==> config.mk <==
export PLATFORM = sky130hd
export DESIGN_NAME = can_irq_unit
export DESIGN_NICKNAME = d
export VERILOG_FILES = /design/src/rtl/can_irq_pkg.sv /design/src/rtl/can_irq_enable_reg.sv /design/src/rtl/can_irq_event_det.sv /design/src/rtl/can_irq_flag_reg.sv /design/src/rtl/can_irq_unit.sv
export SDC_FILE = /design/constraint.sdc
export NUM_CORES = 1
export LEC_CHECK = 0
export ABC_AREA = 1
export BUFFER_PORTS_ARGS = -buffer_cell sky130_fd_sc_hd__buf_2
export CORE_MARGIN = 2
export CORE_UTILIZATION = 50
export DETAILED_ROUTE_END_ITERATION = 7
export HOLD_SLACK_MARGIN = 0.05
export PLACE_DENSITY = 0.84
export SLEW_MARGIN = 5
export SYNTH_ARGS = -nofsm -noshare
export SYNTH_HDL_FRONTEND = slang
export SYNTH_SLANG_ARGS = --single-unit
==> constraint.sdc <==
create_clock -name clk -period 1.45 [get_ports clk]
set_input_delay 0.29 -clock clk [delete_from_list [all_inputs] [get_ports clk]]
set_output_delay 0.29 -clock clk [all_outputs]
set_load 0.02 [all_outputs]
==> src/rtl/can_irq_pkg.sv <==
package can_irq_pkg;
    localparam int DATA_W  = 32;
    localparam int EN_W    = 8;
    localparam int ADDR_W  = 2;

    localparam int BIT_RX  = 0;
    localparam int BIT_TX  = 1;
    localparam int BIT_EW  = 2;
    localparam int BIT_OV  = 3;
    localparam int BIT_RSV = 4;
    localparam int BIT_EP  = 5;
    localparam int BIT_AL  = 6;
    localparam int BIT_BE  = 7;

    localparam logic [EN_W-1:0] EN_MASK = 8'hEF;

    typedef enum logic [ADDR_W-1:0] {
        ADDR_FLAGS  = 2'd0,
        ADDR_ENABLE = 2'd1
    } reg_addr_e;
endpackage

==> src/rtl/can_irq_enable_reg.sv <==
module can_irq_enable_reg
    import can_irq_pkg::*;
(
    input  logic            clk,
    input  logic            rst_n,
    input  logic            wr_en,
    input  logic [EN_W-1:0] wr_data,
    output logic [EN_W-1:0] en_q
);
    always_ff @(posedge clk or negedge rst_n) begin
        if (!rst_n) begin
            en_q <= '0;
        end else if (wr_en) begin
            en_q <= wr_data & EN_MASK;
        end
    end

    // a write stores its data with the reserved bit forced low
    a_r1_enable_write: assert property (@(posedge clk) disable iff (!rst_n)
        wr_en |=> (en_q == ($past(wr_data) & EN_MASK)));
    a_r1_reserved_low: assert property (@(posedge clk) disable iff (!rst_n)
        !en_q[BIT_RSV]);
endmodule

==> src/rtl/can_irq_event_det.sv <==
module can_irq_event_det
    import can_irq_pkg::*;
(
    input  logic            clk,
    input  logic            rst_n,
    input  logic            rx_full,
    input  logic            overrun,
    input  logic            bus_off,
    input  logic            err_warn,
    input  logic            err_passive,
    input  logic            tx_done,
    input  logic            tx_buf_free,
    input  logic            arb_lost,
    input  logic            bus_err,
    output logic [EN_W-1:0] evt
);
    logic ov_q, bo_q, ew_q, ep_q, tbf_q;

    always_ff @(posedge clk or negedge rst_n) begin
        if (!rst_n) begin
            ov_q  <= 1'b0;
            bo_q  <= 1'b0;
            ew_q  <= 1'b0;
            ep_q  <= 1'b0;
            tbf_q <= 1'b0;
        end else begin
            ov_q  <= overrun;
            bo_q  <= bus_off;
            ew_q  <= err_warn;
            ep_q  <= err_passive;
            tbf_q <= tx_buf_free;
        end
    end

    always_comb begin
        evt          = '0;
        evt[BIT_RX]  = rx_full;
        evt[BIT_TX]  = tx_done | (tx_buf_free & ~tbf_q);
        evt[BIT_EW]  = (bus_off ^ bo_q) | (err_warn ^ ew_q);
        evt[BIT_OV]  = overrun & ~ov_q;
        evt[BIT_EP]  = err_passive ^ ep_q;
        evt[BIT_AL]  = arb_lost;
        evt[BIT_BE]  = bus_err;
    end

    // a level held high gives no second overrun event
    a_r5_overrun_once: assert property (@(posedge clk) disable iff (!rst_n)
        (overrun && ov_q) |-> !evt[BIT_OV]);
    // a steady passive state gives no event
    a_r7_passive_steady: assert property (@(posedge clk) disable iff (!rst_n)
        (err_passive == ep_q) |-> !evt[BIT_EP]);
endmodule

==> src/rtl/can_irq_flag_reg.sv <==
module can_irq_flag_reg
    import can_irq_pkg::*;
(
    input  logic            clk,
    input  logic            rst_n,
    input  logic [EN_W-1:0] evt,
    input  logic [EN_W-1:0] en,
    input  logic            clr,
    output logic [EN_W-1:0] flags
);
    for (genvar i = 0; i < EN_W; i++) begin : g_bit
        if (i == BIT_RX) begin : g_level
            assign flags[i] = evt[i] & en[i];
        end else begin : g_sticky
            logic flag_q;
            always_ff @(posedge clk or negedge rst_n) begin
                if (!rst_n) begin
                    flag_q <= 1'b0;
                end else if (evt[i] && en[i]) begin
                    flag_q <= 1'b1;
                end else if (clr) begin
                    flag_q <= 1'b0;
                end
            end
            assign flags[i] = flag_q;

            // an enabled event is always latched
            a_r10_enabled_latch: assert property (@(posedge clk) disable iff (!rst_n)
                (evt[i] && en[i]) |=> flags[i]);
            // a set flag holds until a clearing read
            a_r11_sticky_hold: assert property (@(posedge clk) disable iff (!rst_n)
                (flags[i] && !clr) |=> flags[i]);
            // a disabled event does not set a clear flag
            a_r10_disabled_quiet: assert property (@(posedge clk) disable iff (!rst_n)
                (!flags[i] && !en[i]) |=> !flags[i]);
        end
    end

    // a read with no new event clears every sticky flag
    a_r11_read_clear: assert property (@(posedge clk) disable iff (!rst_n)
        (clr && ((evt & en) == '0)) |=> (flags[EN_W-1:1] == '0));
endmodule

==> src/rtl/can_irq_unit.sv <==
module can_irq_unit
    import can_irq_pkg::*;
(
    input  logic              clk,
    input  logic              rst_n,
    input  logic [ADDR_W-1:0] reg_addr,
    input  logic              reg_wr,
    input  logic              reg_rd,
    input  logic [EN_W-1:0]   reg_wdata,
    output logic [DATA_W-1:0] reg_rdata,
    input  logic              rx_full,
    input  logic              overrun,
    input  logic              bus_off,
    input  logic              err_warn,
    input  logic              err_passive,
    input  logic              tx_done,
    input  logic              tx_buf_free,
    input  logic              arb_lost,
    input  logic              bus_err,
    output logic              irq_n
);
    localparam int PAD_W = DATA_W - EN_W;

    logic [EN_W-1:0] en_q;
    logic [EN_W-1:0] evt;
    logic [EN_W-1:0] flags;
    logic            en_wr;
    logic            flag_clr;
    logic [EN_W-1:0] rd_mux;

    assign en_wr    = reg_wr && (reg_addr == ADDR_ENABLE);
    assign flag_clr = reg_rd && (reg_addr == ADDR_FLAGS);

    can_irq_enable_reg u_en (
        .clk     (clk),
        .rst_n   (rst_n),
        .wr_en   (en_wr),
        .wr_data (reg_wdata),
        .en_q    (en_q)
    );

    can_irq_event_det u_det (
        .clk         (clk),
        .rst_n       (rst_n),
        .rx_full     (rx_full),
        .overrun     (overrun),
        .bus_off     (bus_off),
        .err_warn    (err_warn),
        .err_passive (err_passive),
        .tx_done     (tx_done),
        .tx_buf_free (tx_buf_free),
        .arb_lost    (arb_lost),
        .bus_err     (bus_err),
        .evt         (evt)
    );

    can_irq_flag_reg u_flg (
        .clk   (clk),
        .rst_n (rst_n),
        .evt   (evt),
        .en    (en_q),
        .clr   (flag_clr),
        .flags (flags)
    );

    always_comb begin
        unique case (reg_addr)
            ADDR_FLAGS:  rd_mux = flags;
            ADDR_ENABLE: rd_mux = en_q;
            default:     rd_mux = '0;
        endcase
    end

    always_ff @(posedge clk or negedge rst_n) begin
        if (!rst_n) begin
            reg_rdata <= '0;
        end else if (reg_rd) begin
            reg_rdata <= {{PAD_W{1'b0}}, rd_mux};
        end
    end

    assign irq_n = ~|flags;

    // clearing the receive enable with nothing else pending releases the line
    a_r4_rx_release: assert property (@(posedge clk) disable iff (!rst_n)
        ($fell(en_q[BIT_RX]) && (flags[EN_W-1:1] == '0)) |-> irq_n);
    // reserved read bits stay zero
    a_r1_upper_zero: assert property (@(posedge clk) disable iff (!rst_n)
        (reg_rdata[DATA_W-1:EN_W] == '0) && !reg_rdata[BIT_RSV]);
    // the receive flag follows its level input while enabled
    a_r3_rx_follow: assert property (@(posedge clk) disable iff (!rst_n)
        (rx_full && en_q[BIT_RX]) |-> !irq_n);
endmodule

* After elaboration in Yosys (flattened, before gate mapping)
Cells that the tools add are included. Widths: inputs -> output; s select.
Storage, ports and cells: flip-flop bits (word level) 26, input bits 23, output and inout bits 33, word-level logic and storage cells 49
Operators by class: eq/ne operators 1, multiplexer cells 8, bitwise logic cells 10, reduce and logical (&&, ||, !) cells 17
Operators by type and width (count):
- $pmux 8 s2 | 1
- $reduce_bool 2->1 | 6
- $logic_and 1x1->1 | 8
- $mux 1 | 7
- $reduce_or 7->1 | 1
- $and 1x1->1 | 3
- $xor 1x1->1 | 3
- $eq 2x1->1 const B | 1
- $logic_not 2->1 | 1
- $not 1->1 | 2
- $or 1x1->1 | 2
- $logic_not 1->1 | 1

* Longest topological paths before layout
depth after elaboration 5, mapped depth 6, gate-level depth less buffers 6

* Cells and area by module
A second synthesis with hierarchy kept.
Second synthesis, totals: cell total of the unflattened synthesis 188, area total of the unflattened synthesis 1495.2 um^2
Modules (own cells, without submodules):
- can_irq_unit | times used 1, cells each 96, area an instance 679.4 um^2, seq. area each 200.2 um^2
- can_irq_flag_reg | times used 1, cells each 38, area an instance 317.8 um^2, seq. area each 175.2 um^2
- can_irq_enable_reg | times used 1, cells each 32, area an instance 280.3 um^2, seq. area each 175.2 um^2
- can_irq_event_det | times used 1, cells each 22, area an instance 217.7 um^2, seq. area each 125.1 um^2

* Worst setup path after synthesis
No wires, ideal clock.
kind register to output, from reg u_flg.g_bit[3].g_sticky.flag_q, to out irq_n, arrival time 0.806 ns, required time 1.160 ns, setup slack 0.354 ns, cell stages (with the launch flop) 4, path buffers 0, cells stage by stage dfrtp_1 > nor2_1 > nand2_1 > nor2_1
On the way: longest elaborated chain between the ends 2
RTL lines:
- from (decl) | RTL line can_irq_flag_reg.sv:15 | logic flag_q;
- from (signal assigned) | RTL line can_irq_flag_reg.sv:18 | flag_q <= 1'b0;
- from (signal assigned) | RTL line can_irq_flag_reg.sv:20 | flag_q <= 1'b1;
- from (signal assigned) | RTL line can_irq_flag_reg.sv:22 | flag_q <= 1'b0;
- $reduce_or 7->1 | RTL line can_irq_unit.sv:82 | assign irq_n = ~|flags;
- $logic_not 1->1 | RTL line can_irq_unit.sv:82
- to (decl) | RTL line can_irq_unit.sv:20 | output logic irq_n
No other way between the ends.

* Worst setup path after layout
from reg u_flg.g_bit[2].g_sticky.flag_q, to out irq_n
On the way: longest elaborated chain between the ends 2
RTL lines (RTL line):
- from (decl) | can_irq_flag_reg.sv:15
- from (signal assigned) | can_irq_flag_reg.sv:18
- from (signal assigned) | can_irq_flag_reg.sv:20
- from (signal assigned) | can_irq_flag_reg.sv:22
- $reduce_or 7->1 | can_irq_unit.sv:82
- $logic_not 1->1 | can_irq_unit.sv:82
No other way between the ends.

==> results_dict.tcl <==
set metrics [dict create \
    syn_area_sq_um 1271 \
    finalCritPeriodShare 1.018 \
    seq_area_frac_synth 0.4921 \
    ys_warn_count 0 \
    grt_usage 0.1717 \
    critPathKind "flop to output port" \
    wl_microns 2144 \
    powerDensity_nw_per_um2 1092 \
    antenna_found_initial 0 \
    grt_pass1_vias 896 \
    fp.dieArea_sq_um 2962 \
    gp_congestion 0.7645 \
    drive_gt1_frac 0.2717 \
    multi_input_area_sq_um 450.4 \
    cp.arrival_ps 1190 \
    fin_skew_ps 5.189 \
    io_pins 56 \
    timing.final.crit_period_ps 1476 \
    drv_cap 0 \
    cts_root_buf "clkbuf_4" \
    worst_hold_path_type "primary input to flop" \
    initial_utilization 0.5226 \
    grt_max_degree 26 \
    grt-ovfl-total 0 \
    synth_cell_types 18 \
    path_clk_slew_ps 130 \
    diodes 0 \
    grt_pass1_wl_microns 3588 \
    fin_hold_ws_ps 77.71 \
    use_met1 0.1929 \
    cts_max_level 1 \
    violations "setup timing" \
    final_antenna_net_count 0 \
    fill_cells 231 \
    clk_path_buf_depth 2 \
    placed_cells 205 \
    syn2layout_area_growth_pct 11.22 \
    syn_inst 148 \
    fp.dieW_microns 54.42 \
    rows 18 \
    avgSynthCellArea_sq_um 8.589 \
    finalNonFillerCells 214 \
    clock.fmax_mhz 677.7 \
    tightest_slew_ps 531.1 \
    status "finished, violations left" \
    grt_setup_unrepaired "yes" \
    finalSetupViolations 1 \
    finalWorstSetupSlack_ps -25.67 \
    clock_latency_ps 320 \
    relSlewSlack 0.6459 \
    regArea_sq_um 625.6 \
    p_leak_nw 0.8300 \
    startpoint_type "flop" \
    grtUsageMet2 0.3072 \
    cts_tree "yes" \
    numCtsBuffers 3 \
    detail_route.wl_per_cell_microns 10.02 \
    drt_iter0_markers 20 \
    synth-seq-cells 25 \
    die_y_microns 54.42 \
    drc 0 \
    gr-usage-met3 0.01913 \
    portBuffers 29 \
    dr.pass1.iters 4 \
    vias 940 \
    core_area_sq_um 2432 \
    slew_viol_final 0 \
    hold_viol 0 \
    top_usage_layer "met2" \
    dpl.hpwl_microns 1639 \
    avgViaCountPerCell 4.393 \
    ir_worst_vdd_mv 0.7117 \
    crit_required_ps 1160 \
    p_total_mw 1.544 \
    cts.sinks 25 \
    critPathCaptureType "output port" \
    path_max_fanout 3 \
    nets 208 \
]
==> final cells by class <==
cell class              instances  area share
flip-flops and latches         25      0.4425
well taps                      30     0.02655
clock buffers                   4     0.01858
inverters                      21     0.05575
multi-input cells              99      0.3186
repair buffers                 35      0.1381
==> cells by family (layout without fill, tap and decap cells) <==
family / after synthesis / count (layout) / share of synthesized area
AO/OA/AOI/OAI: 13 / 13 / 0.07579
AND/OR/NAND/NOR: 61 / 61 / 0.2047
buffers and inverters: 48 / 60 / 0.2244
other: 1 / 25 / 0.002950
flip-flops: 25 / 25 / 0.4921
==> state kept, by name (all words and copies together) (netlist names) <==
register / flops
reg_rdata: 7
u_det.bo_q: 1
u_det.ep_q: 1
u_det.ew_q: 1
u_det.ov_q: 1
u_det.tbf_q: 1
u_en.en_q: 7
u_flg.g_bit.g_sticky.flag_q: 6
==> metrics by stage <==
step,cell area (sq um),utilization,worst slack [ps],setup TNS (ps)
2_1_floorplan,1361,-,354.3,0
3_3_place_gp,1345,0.5530,335.9,0
3_5_place_dp,1345,0.5530,298.8,0
4_1_cts,1399,0.5751,-21.33,-21.33
5_1_grt,1414,0.5813,-83.58,-83.58
6_report,1414,0.5813,-25.67,-25.67
==> worst paths after layout <==
kind,from,to,slack (ps),depth (start not counted)
max,u_flg.g_bit[2].g_sticky.flag_q$_DFFE_PN0P_,irq_n,-30,4
min,overrun,u_det.ov_q$_DFF_PN0_,80,1
max reg2reg,u_det.ep_q$_DFF_PN0_,u_flg.g_bit[5].g_sticky.flag_q$_DFFE_PN0P_,500,3
min reg2reg,u_flg.g_bit[6].g_sticky.flag_q$_DFFE_PN0P_,reg_rdata[6]$_DFFE_PN0P_,490,2
max in group asynchronous,rst_n,u_flg.g_bit[6].g_sticky.flag_q$_DFFE_PN0P_,620,2
min in group asynchronous,rst_n,u_det.ov_q$_DFF_PN0_,480,2
==> routing by layer <==
| layer | part of all wire | up-vias | wire [microns] |
|---|---|---|---|
| li1 | - | 468 | - |
| met1 | 0.40 | 416 | 858 |
| met2 | 0.49 | 51 | 1061 |
| met3 | 0.079 | 5 | 170 |
| met4 | 0.025 | 0 | 53 |
| met5 | 0 | - | 0 |
==> report_power, final <==
group	leakage, nW	internal, mW	switching, mW	total (mW)
registers	0.304	0.799	0.0654	0.865
logic	0.511	0.138	0.232	0.370
clock network	0.0150	0.108	0.201	0.309
total	0.830	1.04	0.499	1.54
==> cell usage after synthesis <==
cell type,number,area share
nand2_1,45,0.13
buf_4,26,0.15
dfrtp_1,25,0.49
inv_1,21,0.062
nand3_1,7,0.028
o21ai_2,7,0.048
o21ai_0,4,0.016
nor2_1,2,0.0059
nor2_2,2,0.0098
buf_6,1,0.0089
conb_1,1,0.0029
nand2_2,1,0.0049
nand3_2,1,0.0079
nand3b_1,1,0.0059
nand4_1,1,0.0049
o211ai_1,1,0.0059
o21bai_1,1,0.0059
or2_2,1,0.0049
==> what timing repair did <==
item	4_1_cts	5_1_grt
hold endpoints to repair	25	0
endpoints found under the setup margin	1	1
gates resized for setup	2	0
hold buffers	1	0
pin swaps	2	1
buffers inserted	2	2
==> worst max-delay path, stage by stage (launching register included) <==
cell	delay, ps
dfrtp_1	430
nor2_1	100
nand2_1	60
nor2_1	120
buf_4	150
==> placed cells by master (no fill, tap or decap) <==
cell type | synthesis | layout
o21bai_1 | 1 | 1
or2_2 | 1 | 1
conb_1 | 1 | 25
clkbuf_4 | 0 | 3
inv_1 | 21 | 20
buf_2 | 0 | 28
buf_4 | 26 | 6
nor2_2 | 2 | 2
nand3b_1 | 1 | 1
o21ai_2 | 7 | 7
dfrtp_1 | 25 | 25
nand2_2 | 1 | 1
o211ai_1 | 1 | 1
clkbuf_1 | 0 | 1
nor2_1 | 2 | 2
nand4_1 | 1 | 1
nand3_1 | 7 | 7
inv_2 | 0 | 1
o21ai_0 | 4 | 4
nand2_1 | 45 | 45
dlygate4sd3_1 | 0 | 1
nand3_2 | 1 | 1
Power figures use the tool's default switching activity.
